===== src/rtl/bwd_pkg.sv =====
package bwd_pkg;
  localparam int ADDR_W   = 64;
  localparam int IO_W     = 32;
  localparam int IO_GRAN  = 12;
  localparam int MEM_GRAN = 20;
  localparam int HIT_IO   = 0;
  localparam int HIT_MEM  = 1;
  localparam int HIT_PF   = 2;
  localparam int HIT_VGA  = 3;
  localparam int HIT_N    = 4;
  localparam logic [ADDR_W-1:0] VGA_MEM_LO = 64'h0000_0000_000A_0000;
  localparam logic [ADDR_W-1:0] VGA_MEM_HI = 64'h0000_0000_000B_FFFF;
  localparam logic [9:0] VGA_IO_A_LO = 10'h3B0;
  localparam logic [9:0] VGA_IO_A_HI = 10'h3BB;
  localparam logic [9:0] VGA_IO_B_LO = 10'h3C0;
  localparam logic [9:0] VGA_IO_B_HI = 10'h3DF;
endpackage


===== src/rtl/bwd_io_window.sv =====
module bwd_io_window
  import bwd_pkg::*;
#(
  parameter int AW   = IO_W,
  parameter int GRAN = IO_GRAN
) (
  input  logic [7:0]    base_fld,
  input  logic [7:0]    limit_fld,
  input  logic [15:0]   base_hi,
  input  logic [15:0]   limit_hi,
  input  logic          en,
  input  logic          req_io,
  input  logic [AW-1:0] addr,
  output logic [AW-1:0] base,
  output logic [AW-1:0] limit,
  output logic          hit
);
  localparam int HI_W = AW - 16;

  function automatic logic [AW-1:0] build(input logic [7:0] fld,
                                          input logic [15:0] hi,
                                          input logic fill);
    logic [AW-1:0] v;
    v = '0;
    v[15:GRAN] = fld[7:4];
    v[GRAN-1:0] = {GRAN{fill}};
    if (fld[0]) v[AW-1:16] = hi[HI_W-1:0];
    return v;
  endfunction

  always_comb begin
    base  = build(base_fld, base_hi, 1'b0);
    limit = build(limit_fld, limit_hi, 1'b1);
    hit   = en && req_io && (limit >= base) && (addr >= base) && (addr <= limit);
  end
endmodule


===== src/rtl/bwd_mem_window.sv =====
module bwd_mem_window
  import bwd_pkg::*;
#(
  parameter int AW   = ADDR_W,
  parameter int GRAN = MEM_GRAN,
  parameter bit WIDE = 1'b0
) (
  input  logic [15:0]   base_fld,
  input  logic [15:0]   limit_fld,
  input  logic [31:0]   base_hi,
  input  logic [31:0]   limit_hi,
  input  logic          en,
  input  logic          req_mem,
  input  logic [AW-1:0] addr,
  output logic [AW-1:0] base,
  output logic [AW-1:0] limit,
  output logic          hit
);
  logic [AW-1:0] base_lo, limit_lo;

  always_comb begin
    base_lo  = '0;
    limit_lo = '0;
    base_lo[31:GRAN]   = base_fld[15:4];
    limit_lo[31:GRAN]  = limit_fld[15:4];
    limit_lo[GRAN-1:0] = {GRAN{1'b1}};
  end

  generate
    if (WIDE) begin : g_wide
      always_comb begin
        base  = base_lo;
        limit = limit_lo;
        if (base_fld[0])  base[AW-1:32]  = base_hi;
        if (limit_fld[0]) limit[AW-1:32] = limit_hi;
      end
    end else begin : g_narrow
      always_comb begin
        base  = base_lo;
        limit = limit_lo;
      end
    end
  endgenerate

  always_comb
    hit = en && req_mem && (limit >= base) && (addr >= base) && (addr <= limit);
endmodule


===== src/rtl/bwd_vga_decode.sv =====
module bwd_vga_decode
  import bwd_pkg::*;
(
  input  logic              en,
  input  logic              req_io,
  input  logic [ADDR_W-1:0] addr,
  output logic              hit
);
  logic [9:0] a10;
  logic       io_hit, mem_hit;

  always_comb begin
    a10     = addr[9:0];
    io_hit  = ((a10 >= VGA_IO_A_LO) && (a10 <= VGA_IO_A_HI)) ||
              ((a10 >= VGA_IO_B_LO) && (a10 <= VGA_IO_B_HI));
    mem_hit = (addr >= VGA_MEM_LO) && (addr <= VGA_MEM_HI);
    hit     = en && (req_io ? io_hit : mem_hit);
  end
endmodule


===== src/rtl/bridge_window_decoder.sv =====
module bridge_window_decoder
  import bwd_pkg::*;
(
  input  logic              clk,
  input  logic              rst,
  input  logic              cmd_io_en,
  input  logic              cmd_mem_en,
  input  logic              vga_en,
  input  logic [7:0]        io_base_fld,
  input  logic [7:0]        io_limit_fld,
  input  logic [15:0]       io_base_hi,
  input  logic [15:0]       io_limit_hi,
  input  logic [15:0]       mem_base_fld,
  input  logic [15:0]       mem_limit_fld,
  input  logic [15:0]       pf_base_fld,
  input  logic [15:0]       pf_limit_fld,
  input  logic [31:0]       pf_base_hi,
  input  logic [31:0]       pf_limit_hi,
  input  logic              req_is_io,
  input  logic [ADDR_W-1:0] req_addr,
  output logic              fwd,
  output logic [HIT_N-1:0]  hit_vec,
  output logic [IO_W-1:0]   io_base_q,
  output logic [IO_W-1:0]   io_limit_q,
  output logic [31:0]       mem_base_q,
  output logic [31:0]       mem_limit_q,
  output logic [ADDR_W-1:0] pf_base_q,
  output logic [ADDR_W-1:0] pf_limit_q
);
  logic [IO_W-1:0]   io_base, io_limit;
  logic [ADDR_W-1:0] mem_base, mem_limit, pf_base, pf_limit;
  logic              io_hit, mem_hit, pf_hit, vga_hit;
  logic [HIT_N-1:0]  sel;

  bwd_io_window u_io (
    .base_fld (io_base_fld),  .limit_fld (io_limit_fld),
    .base_hi  (io_base_hi),   .limit_hi  (io_limit_hi),
    .en       (cmd_io_en),    .req_io    (req_is_io),
    .addr     (req_addr[IO_W-1:0]),
    .base     (io_base),      .limit     (io_limit),
    .hit      (io_hit)
  );

  bwd_mem_window #(.WIDE(1'b0)) u_mem (
    .base_fld (mem_base_fld), .limit_fld (mem_limit_fld),
    .base_hi  (32'h0),        .limit_hi  (32'h0),
    .en       (cmd_mem_en),   .req_mem   (!req_is_io),
    .addr     (req_addr),
    .base     (mem_base),     .limit     (mem_limit),
    .hit      (mem_hit)
  );

  bwd_mem_window #(.WIDE(1'b1)) u_pf (
    .base_fld (pf_base_fld),  .limit_fld (pf_limit_fld),
    .base_hi  (pf_base_hi),   .limit_hi  (pf_limit_hi),
    .en       (cmd_mem_en),   .req_mem   (!req_is_io),
    .addr     (req_addr),
    .base     (pf_base),      .limit     (pf_limit),
    .hit      (pf_hit)
  );

  bwd_vga_decode u_vga (
    .en     (vga_en),
    .req_io (req_is_io),
    .addr   (req_addr),
    .hit    (vga_hit)
  );

  always_comb begin
    sel = '0;
    if (io_hit)       sel[HIT_IO]  = 1'b1;
    else if (pf_hit)  sel[HIT_PF]  = 1'b1;
    else if (mem_hit) sel[HIT_MEM] = 1'b1;
    else if (vga_hit) sel[HIT_VGA] = 1'b1;
  end

  always_ff @(posedge clk) begin
    if (rst) begin
      fwd         <= 1'b0;
      hit_vec     <= '0;
      io_base_q   <= '0;
      io_limit_q  <= '0;
      mem_base_q  <= '0;
      mem_limit_q <= '0;
      pf_base_q   <= '0;
      pf_limit_q  <= '0;
    end else begin
      fwd         <= io_hit | mem_hit | pf_hit | vga_hit;
      hit_vec     <= sel;
      io_base_q   <= io_base;
      io_limit_q  <= io_limit;
      mem_base_q  <= mem_base[31:0];
      mem_limit_q <= mem_limit[31:0];
      pf_base_q   <= pf_base;
      pf_limit_q  <= pf_limit;
    end
  end
endmodule


===== config.mk =====
export PLATFORM = sky130hd
export DESIGN_NAME = bridge_window_decoder
export DESIGN_NICKNAME = d
export VERILOG_FILES = /design/src/rtl/bwd_pkg.sv /design/src/rtl/bwd_io_window.sv /design/src/rtl/bwd_mem_window.sv /design/src/rtl/bwd_vga_decode.sv /design/src/rtl/bridge_window_decoder.sv
export SDC_FILE = /design/constraint.sdc
export NUM_CORES = 1
export LEC_CHECK = 0
export ABC_AREA = 1
export BUFFER_PORTS_ARGS = -buffer_cell sky130_fd_sc_hd__buf_2
export CAP_MARGIN = 20
export CORE_UTILIZATION = 31
export DETAILED_ROUTE_END_ITERATION = 8
export PLACE_DENSITY_LB_ADDON = 0.25
export SLEW_MARGIN = 20
export SYNTH_ARGS = -nofsm -noshare
export SYNTH_HDL_FRONTEND = slang
export SYNTH_HIERARCHICAL = 1
export SYNTH_SLANG_ARGS = --single-unit

===== constraint.sdc =====
create_clock -name clk -period 2.3 [get_ports clk]
set_input_delay 0.115 -clock clk [delete_from_list [all_inputs] [get_ports clk]]
set_output_delay 0.115 -clock clk [all_outputs]
set_load 0.03 [all_outputs]

==> results of run 1 <==
[critical path: stages]
cell and delay (ns):
dlygate4sd3_1 0.53, buf_2 0.13, nand2_1 0.15, inv_1 0.09
ha_1 0.32, nand4_1 0.15, nor2_2 0.17, nand3_1 0.14
nor2_1 0.11, nand2_1 0.06, nand3_1 0.09, nand3_1 0.09
nor2_2 0.16, nor2_1 0.08, a21oi_1 0.12
[metrics by stage]
stage                     TNS (ns)  instance area [um^2]  std cells  utilization [%]  setup slack [ns]
after floorplan                  0                 16200       2319                -             0.285
after global placement      -0.483                 18100       3293             36.0            -0.151
after detailed placement    -0.602                 18100       3293             36.0            -0.176
after CTS                        0                 20600       3501             41.1             0.123
after global routing             0                 20700       3504             41.1            0.0268
final                            0                 20700       3504             41.1             0.257
[power groups by stage]
| stage | registers (mW) | clock network (mW) | logic [mW] |
|---|---|---|---|
| 3_5_place_dp | 4.90 | 0 | 2.53 |
| 2_1_floorplan | 5.34 | 0 | 1.38 |
| 3_3_place_gp | 4.90 | 0 | 2.48 |
| 5_1_grt | 4.81 | 5.28 | 3.08 |
| 4_1_cts | 4.80 | 5.13 | 2.75 |
| 6_report | 4.79 | 4.98 | 2.74 |
[layout make-up]
| type | instances | area (um^2) |
|---|---|---|
| clock inverter | 19 | 205 |
| antenna | 3 | 7.51 |
| clock buffer | 37 | 838 |
| multi-input combinational | 1353 | 7510 |
| timing repair buffer | 654 | 4130 |
| sequential | 261 | 5230 |
| tap | 672 | 841 |
| fill | 5239 | 29600 |
| inverter | 505 | 1900 |
[cells in the final DEF, fill, tap and decap left out, drive strengths merged]
master,count
a21o,8
a21oi,93
and2,5
and3b,1
buf,501
bufinv,3
clkbuf,38
clkinv,11
clkinvlp,4
conb,104
dfxtp,261
diode,3
dlygate4sd3,152
ha,225
inv,506
nand2,408
nand3,36
nand3b,2
nand4,26
nor2,405
nor2b,1
nor3,9
nor4,2
o21a,6
o21ai,17
o21bai,1
or2,4
[final timing paths]
| kind | from | to | slack (ns) | depth (start not counted) |
|---|---|---|---|---|
| worst max-delay path | pf_limit_hi[31] | fwd$_SDFF_PP0_ | 0.26 | 15 |
| worst min-delay path | pf_limit_hi[24] | pf_limit_q[56]$_SDFF_PP0_ | 0.03 | 5 |
[what timing repair did]
action / 4_1_cts / 5_1_grt
endpoints found under the hold margin: 153 / 0
hold buffers: 152 / 0
setup endpoints to repair: 0 / 4
resized for setup: 0 / 2
[routing by layer]
layer / share of wire (%) / vias up
met5: 0.20 / -
met4: 3.7 / 16
met3: 5.9 / 115
met2: 48 / 425
met1: 43 / 6326
li1: - / 7531
[state kept, by name, summed over array words and instances (netlist names)]
signal       flops
pf_base_q       64
pf_limit_q      64
io_base_q       32
io_limit_q      32
mem_base_q      32
mem_limit_q     32
hit_vec          4
fwd              1
==> flow_metrics.py, run 1 <==
metrics = {
    "die": {
        "dieArea_um2": 51900,
        "fp.dieH_um": 228,
        "rows": 82,
        "start_util_pct": 31.5,
        "pin_count": 507,
        "die_w_um": 228,
        "core_area_um2": 50300,
    },
    "route": {
        "vias_per_cell": 4.11,
        "drt_iter0_drc": 635,
        "num_vias": 14413,
        "remaining_drc_errors": 0,
        "postRouteAntennaNets": 0,
        "wire_per_inst_um": 13.9,
        "dr.pass1.iters": 5,
        "wl_um": 48800,
    },
    "pwr": {
        "clockPowerShare_pct": 39.8,
        "switching_power_mw": 3.81,
        "vdd_ir_drop_max_mv": 0.545,
        "swShare_pct": 30.5,
        "power_frac_seq_pct": 38.3,
        "cellLeakagePower_nw": 12.3,
        "p_total_mw": 12.5,
        "internal-power_mw": 8.70,
        "p_per_area_nw_per_um2": 606,
        "pwr-share-comb_pct": 21.9,
    },
    "global_routing": {
        "antenna_found_initial": 11,
        "overflow": 0,
        "grt_pass1_vias": 14393,
        "grt.busiest_layer": "met2",
        "grt_max_degree": 69,
        "use_met1_pct": 22.2,
        "groute.usage.overall_pct": 18.5,
        "grt_pass1_wl_um": 76100,
        "grtUsageMet3_pct": 3.50,
        "grtUsageMet2_pct": 32.5,
    },
    "timing": {
        "setup_viol": 0,
        "period_minus_slack_ns": 2.04,
        "fmax_mhz": 490,
        "rsz0062_at_grt": "no",
        "hold_violations": 0,
        "fin_hold_ws_ns": 0.0339,
        "worst_pin_slew_ns": 0.595,
        "relSlewSlack_pct": 60.3,
        "final_max_slew_viol_count": 0,
        "min_period_over_period_pct": 88.8,
    },
    "setup_path": {
        "cp_max_fo": 3,
        "worstPathArrival_ns": 2.53,
        "crit_path_start_kind": "input pin",
        "worst_ep_required_time_ns": 2.79,
        "path_class": "input pin to flip-flop",
        "crit_path_end_kind": "flip-flop",
    },
    "clock_tree": {
        "cts_max_level": 1,
        "clock_sinks": 261,
        "clk_pin_slew_ns": 0.06,
        "cts_tree": "built",
        "cts_buffer_depth": 3,
        "cts_made_buffers": 30,
        "root_buffer": "clkbuf_16",
        "post-cts-setup-buffer-count": 0,
    },
    "synthesis": {
        "ys_warn_count": 6,
        "syn_area_um2": 15800,
        "synthesis.instances": 2221,
        "avgSynthCellArea_um2": 7.12,
    },
    "placement": {
        "place_hpwl_um": 39800,
        "gp_congestion": 0.901,
        "port_buffers": 486,
    },
    "flow_run": {
        "drv_cap": 0,
    },
    "run_status": {
        "status": "completed",
    },
    "hold_path": {
        "hp-class": "input pin to flip-flop",
    },
    "final_layout": {
        "drive_gt1_share_pct": 20.9,
        "synthToLayoutAreaGrowth_pct": 30.6,
        "nNetsFinal": 3276,
    },
}
No activity file was read; power rests on OpenSTA's default activity.
==> run 2: changes to the inputs <==
- CORE_AREA: not set -> 2 2 199 201
- CORE_UTILIZATION: 31 -> not set
- DIE_AREA: not set -> 0 0 201 203
- SYNTH_HIERARCHICAL: 1 -> not set
- clock period: 2.3 -> 2.49 ns (I/O delays scaled with it)
==> run 2 against run 1 <==
Effect of this change: worst setup slack gained 0.11 ns; die area fell by 21%; critical path depth is 3 lower; routed wire length shrank 17%; via count is 21% lower; cell count shrank 25%; combinational power down 19%.
==> flow_metrics.py, run 2 <==
metrics = {
    "setup_path": {
        "cpPeakStageDelay_ns": 0.55,
        "cp_top_family": "simple AND/OR/NAND/NOR gates",
        "cpMaxStageDelayCell": "dlygate4sd3_1",
        "worstPathArrival_ns": 2.47,
        "path_buf_inv": 2,
        "crit_path_end_kind": "flip-flop",
        "cp_max_fo": 4,
        "worst_ep_required_time_ns": 2.84,
        "cpMostUsedCell": "nand2_1",
        "crit_path_start_kind": "input pin",
        "cp_cell_sequence": "dlygate4sd3_1 > buf_2 > nand2_1 > ha_1 > nand4_1 > nor3_1 > nand2_1 > nor2_1 > nand2_1 > nand4_1 > nand3_2 > and3_1",
        "path_class": "input pin to flip-flop",
    },
    "die": {
        "start_util_pct": 29.1,
        "rows": 72,
        "core_area_um2": 38500,
        "die_w_um": 201,
        "fp.dieH_um": 203,
        "dieArea_um2": 40800,
        "pin_count": 507,
    },
    "global_routing": {
        "grt_max_degree": 67,
        "use_met1_pct": 23.4,
        "groute.usage.overall_pct": 19.9,
        "grt_pass1_vias": 11554,
        "grt_pass1_wl_um": 62000,
        "grtUsageMet3_pct": 5.07,
        "antenna_found_initial": 2,
        "grt.busiest_layer": "met2",
        "overflow": 0,
        "grtUsageMet2_pct": 34.9,
    },
    "flow_run": {
        "drv_cap": 0,
    },
    "route": {
        "dr.pass1.iters": 4,
        "vias_per_cell": 4.38,
        "drt_iter0_drc": 375,
        "postRouteAntennaNets": 0,
        "wire_per_inst_um": 15.5,
        "remaining_drc_errors": 0,
        "wl_um": 40600,
        "num_vias": 11450,
    },
    "synthesis": {
        "synth_simple_gate_area_share_pct": 26.2,
        "synthAdderAreaFrac_pct": 25.1,
        "synth-seq-cells": 158,
        "synth_most_common_cell": "nand2_1",
        "syn_area_um2": 11200,
        "ys_async_sr_fraction_pct": 0,
        "synth_top_area_share_pct": 28.2,
        "synthesis.instances": 1562,
        "synth-xor-area-share_pct": 0,
        "avgSynthCellArea_um2": 7.17,
        "ys_warn_count": 0,
        "synth_cell_types": 31,
        "ys.flop_type": "dfxtp_1",
        "ys_top_cells_by_count": "nand2_1 (378), nor2_1 (267), ha_1 (225)",
        "synthTopCellsByArea": "dfxtp_1 (28%), ha_1 (25%), nand2_1 (13%)",
        "yosysSeqAreaShare_pct": 28.2,
        "yosys.area.top_type": "dfxtp_1",
        "synth.mux.area_fraction_pct": 0,
        "synth_compound_area_share_pct": 6.19,
        "synth_top_family_by_area": "simple AND/OR/NAND/NOR gates",
        "synth-edff-count": 0,
    },
    "final_layout": {
        "synthToLayoutAreaGrowth_pct": 37.6,
        "final_common_cell": "buf_2",
        "final_core_util_pct": 40.1,
        "layout_common_cells": "buf_2 (433), nand2_1 (378), nor2_1 (267)",
        "drive_gt1_share_pct": 23.3,
        "post-route-cell-area_um2": 15400,
        "nNetsFinal": 2560,
        "reg.largest.list": "pf_base_q x44, pf_limit_q x44, io_limit_q x21",
    },
    "timing": {
        "fmax_mhz": 470,
        "final_max_slew_viol_count": 0,
        "setup_tns_ns": 0,
        "worst_pin_slew_ns": 0.527,
        "hold_violations": 0,
        "period_minus_slack_ns": 2.13,
        "setup_viol": 0,
        "worst_slack_ns": 0.364,
        "relSlewSlack_pct": 64.6,
        "min_period_over_period_pct": 85.4,
        "rsz0062_at_grt": "no",
        "fin_hold_ws_ns": 0.0335,
    },
    "pwr": {
        "swShare_pct": 34.0,
        "switching_power_mw": 2.50,
        "pwr-share-comb_pct": 30.4,
        "power_frac_seq_pct": 36.3,
        "clockPowerShare_pct": 33.3,
        "vdd_ir_drop_max_mv": 0.494,
        "internal-power_mw": 4.85,
        "cellLeakagePower_nw": 8.77,
        "p_per_area_nw_per_um2": 476,
    },
    "hold_path": {
        "min_from": "io_base_hi[5]",
        "hp-class": "input pin to flip-flop",
        "holdPathStages": 3,
        "hold_path_end": "io_base_q[21]$_SDFF_PP0_",
    },
    "run_status": {
        "status": "completed",
    },
    "clock_tree": {
        "cts_max_level": 4,
        "root_buffer": "clkbuf_16",
        "post-cts-setup-buffer-count": 0,
        "clock_sinks": 158,
        "cts_tree": "built",
        "cts_buffer_depth": 2,
        "postCtsResizedCells": 0,
        "clk_pin_slew_ns": 0.06,
        "cts_made_buffers": 17,
    },
    "placement": {
        "dpl_cell_area_um2": 13500,
        "port_buffers": 434,
        "gp_congestion": 0.876,
        "pre_cts_slack_ns": 0.153,
        "place_hpwl_um": 33300,
    },
}
[run 2: worst min-delay path: stages]
cell and delay [ns]:
buf_2 0.10, nand2_1 0.13, nor2_1 0.08
[run 2: logic make-up (layout without fill, tap and decap cells)]
group / Yosys count / in the layout
fa+ha+maj: 225 / 225
other cells: 1 / 53
flops: 158 / 158
compound gates: 129 / 129
buf+inv: 320 / 805
simple gates: 729 / 729
[run 2: timing repair]
| action | in CTS | in global routing |
|---|---|---|
| hold buffers | 142 | 0 |
| endpoints found under the setup margin | 0 | 0 |
| endpoints found under the hold margin | 142 | 0 |
[run 2: layer usage]
layer / routed length [um] / part of all wire (%)
met4: 1060 / 2.6
met2: 19500 / 48
met5: 7 / 0.017
met1: 17600 / 43
met3: 2450 / 6.0
[run 2: final cells by class]
class	instances	area, um^2
fill	4063	23000
multi-input combinational	1135	6640
antenna	1	2.50
timing repair buffer	588	3740
clock buffer	20	457
clock inverter	8	70.1
tap	518	648
inverter	189	709
sequential	158	3160
[run 2: power groups by stage]
stage          Combinational (mW)  Clock [mW]  Sequential (mW)
6_report                     2.23        2.45             2.67
5_1_grt                      2.51        2.64             2.68
3_5_place_dp                 2.07           0             2.72
4_1_cts                      2.25        2.55             2.67
2_1_floorplan                1.20           0             2.97
3_3_place_gp                 2.03           0             2.72
[run 2: worst max path at each step]
stage                         from                     to  depth (start not counted)
finish              pf_base_hi[29]  hit_vec[3]$_SDFF_PP0_                         12
CTS                 pf_base_hi[29]  hit_vec[3]$_SDFF_PP0_                         12
global route        pf_limit_hi[7]  hit_vec[3]$_SDFF_PP0_                         17
floorplan           io_base_fld[0]  hit_vec[3]$_SDFF_PP0_                         16
global placement    pf_base_fld[0]  hit_vec[3]$_SDFF_PP0_                         12
detailed placement  pf_base_fld[0]  hit_vec[3]$_SDFF_PP0_                         12
[run 2: through the flow]
stage / power (mW) / std cells
2_1_floorplan: 4.16 / 1613
3_3_place_gp: 4.76 / 2446
3_5_place_dp: 4.79 / 2446
4_1_cts: 7.47 / 2616
5_1_grt: 7.83 / 2617
6_report: 7.35 / 2617
==> run 3: changes to the inputs <==
- CTS_CLUSTER_DIAMETER: not set -> 30
- MAX_ROUTING_LAYER: not set -> met4
==> run 3 against run 2 <==
Effect of this change: critical path depth is 2 higher; total power is 2.7% higher; sequential power hardly changed; sequential share of layout area hardly changed; routed wire length hardly changed; die area stayed put.
==> flow_metrics.py, run 3 (same netlist as run 2, synthesis figures left out) <==
metrics = {
    "run_status": {
        "status": "completed",
    },
    "placement": {
        "place_hpwl_um": 33500,
        "port_buffers": 434,
        "gp_congestion": 0.871,
    },
    "route": {
        "remaining_drc_errors": 0,
        "dr.pass1.iters": 5,
        "postRouteAntennaNets": 0,
        "vias_per_cell": 4.33,
        "drt_iter0_drc": 493,
        "wire_per_inst_um": 15.5,
        "num_vias": 11324,
        "wl_um": 40600,
    },
    "timing": {
        "rsz0062_at_grt": "no",
        "setup_tns_ns": 0,
        "worst_pin_slew_ns": 0.505,
        "relSlewSlack_pct": 66.0,
        "setup_viol": 0,
        "period_minus_slack_ns": 2.06,
        "min_period_over_period_pct": 82.7,
        "hold_violations": 0,
        "final_max_slew_viol_count": 0,
        "fmax_mhz": 485,
    },
    "global_routing": {
        "grt_pass1_wl_um": 61900,
        "overflow": 0,
        "antenna_found_initial": 1,
        "grt_pass1_vias": 11345,
        "grt_max_degree": 53,
        "groute.usage.overall_pct": 20.5,
    },
    "setup_path": {
        "cpMaxStageDelayCell": "dlygate4sd3_1",
        "cpPeakStageDelay_ns": 0.53,
        "crit_path_end_kind": "flip-flop",
        "worstPathArrival_ns": 2.42,
        "path_buf_inv": 2,
        "cp_max_fo": 3,
        "cp_cell_sequence": "dlygate4sd3_1 > buf_2 > nand2_1 > ha_1 > nand2_1 > nor2_1 > nand3_1 > nor2_1 > nand2_1 > nand4_1 > nand3_2 > nand2_2 > nor2_1 > and3_1",
        "worst_ep_required_time_ns": 2.85,
        "crit_path_start_kind": "input pin",
        "path_class": "input pin to flip-flop",
        "cp_top_family": "simple AND/OR/NAND/NOR gates",
    },
    "clock_tree": {
        "cts_max_level": 4,
        "postCtsResizedCells": 0,
        "cts_tree": "built",
        "clk_pin_slew_ns": 0.06,
        "cts_buffer_depth": 2,
        "clock_sinks": 158,
        "root_buffer": "clkbuf_16",
        "cts_made_buffers": 17,
    },
    "pwr": {
        "p_per_area_nw_per_um2": 489,
        "cellLeakagePower_nw": 8.79,
        "switching_power_mw": 2.50,
        "pwr-share-comb_pct": 29.6,
        "vdd_ir_drop_max_mv": 0.486,
        "power_frac_seq_pct": 35.3,
        "clockPowerShare_pct": 35.1,
        "internal-power_mw": 5.05,
        "swShare_pct": 33.1,
    },
    "die": {
        "fp.dieH_um": 203,
        "die_w_um": 201,
        "core_area_um2": 38500,
        "rows": 72,
        "start_util_pct": 29.1,
        "dieArea_um2": 40800,
        "pin_count": 507,
    },
    "final_layout": {
        "reg.largest.list": "pf_base_q x44, pf_limit_q x44, io_limit_q x21",
        "final_core_util_pct": 40.2,
        "layout_common_cells": "buf_2 (433), nand2_1 (378), nor2_1 (267)",
        "final_common_cell": "buf_2",
        "drive_gt1_share_pct": 23.4,
        "nNetsFinal": 2558,
        "synthToLayoutAreaGrowth_pct": 37.9,
    },
    "hold_path": {
        "hp-class": "input pin to flip-flop",
    },
    "flow_run": {
        "drv_cap": 0,
    },
}
==> run 3: metal layers <==
metal / vias up / track usage, % / wire (um) / part of all wire (%)
li1: 5866 / - / - / -
met1: 5071 / 23.8 / 17800 / 44
met2: 353 / 35.8 / 20000 / 49
met3: 34 / 4.75 / 2250 / 5.5
met4: 0 / 4.92 / 597 / 1.5
met5: - / - / 0 / 0
==> run 3: final timing paths <==
path                             from                         to  slack [ns]  cells past startpoint
worst min-delay path  pf_limit_fld[4]  pf_limit_q[20]$_SDFF_PP0_        0.02                      3
worst max-delay path   io_base_hi[15]      hit_vec[3]$_SDFF_PP0_        0.43                     14
==> run 3: worst min-delay path, stage by stage <==
cell and delay, ns:
buf_2 0.08, inv_1 0.13, nor2_1 0.11
==> run 3: power by group through the flow <==
stage / clock network, mW / registers, mW / logic [mW]
after floorplan: 0 / 2.97 / 1.20
after global placement: 0 / 2.72 / 2.03
after detailed placement: 0 / 2.72 / 2.07
after CTS: 2.74 / 2.67 / 2.25
after global routing: 2.85 / 2.68 / 2.51
final: 2.65 / 2.67 / 2.23
==> run 3: final cells by class <==
cell class | instances | area, um^2
Clock buffer | 19 | 453
Tap cell | 518 | 648
Antenna cell | 1 | 2.50
Fill cell | 4030 | 23000
Multi-Input combinational cell | 1135 | 6640
Timing Repair Buffer | 586 | 3720
Clock inverter | 9 | 120
Sequential cell | 158 | 3160
Inverter | 189 | 709
==> run 3: stage by stage <==
step | total power [mW] | instance area [um^2] | cells | hold WS, ns | setup slack [ns]
floorplan | 4.16 | 11400 | 1613 | 0.231 | 0.460
global placement | 4.76 | 13500 | 2446 | 0.363 | 0.161
detailed placement | 4.80 | 13500 | 2446 | 0.368 | 0.138
CTS | 7.66 | 15400 | 2614 | 0.00314 | 0.371
global route | 8.03 | 15400 | 2615 | 0.0188 | 0.235
finish | 7.55 | 15400 | 2615 | 0.0248 | 0.430
==> run 3: timing repair <==
| item | 4_1_cts | 5_1_grt |
|---|---|---|
| hold endpoints to repair | 140 | 0 |
| hold buffers | 140 | 0 |
| buffers inserted | 0 | 0 |
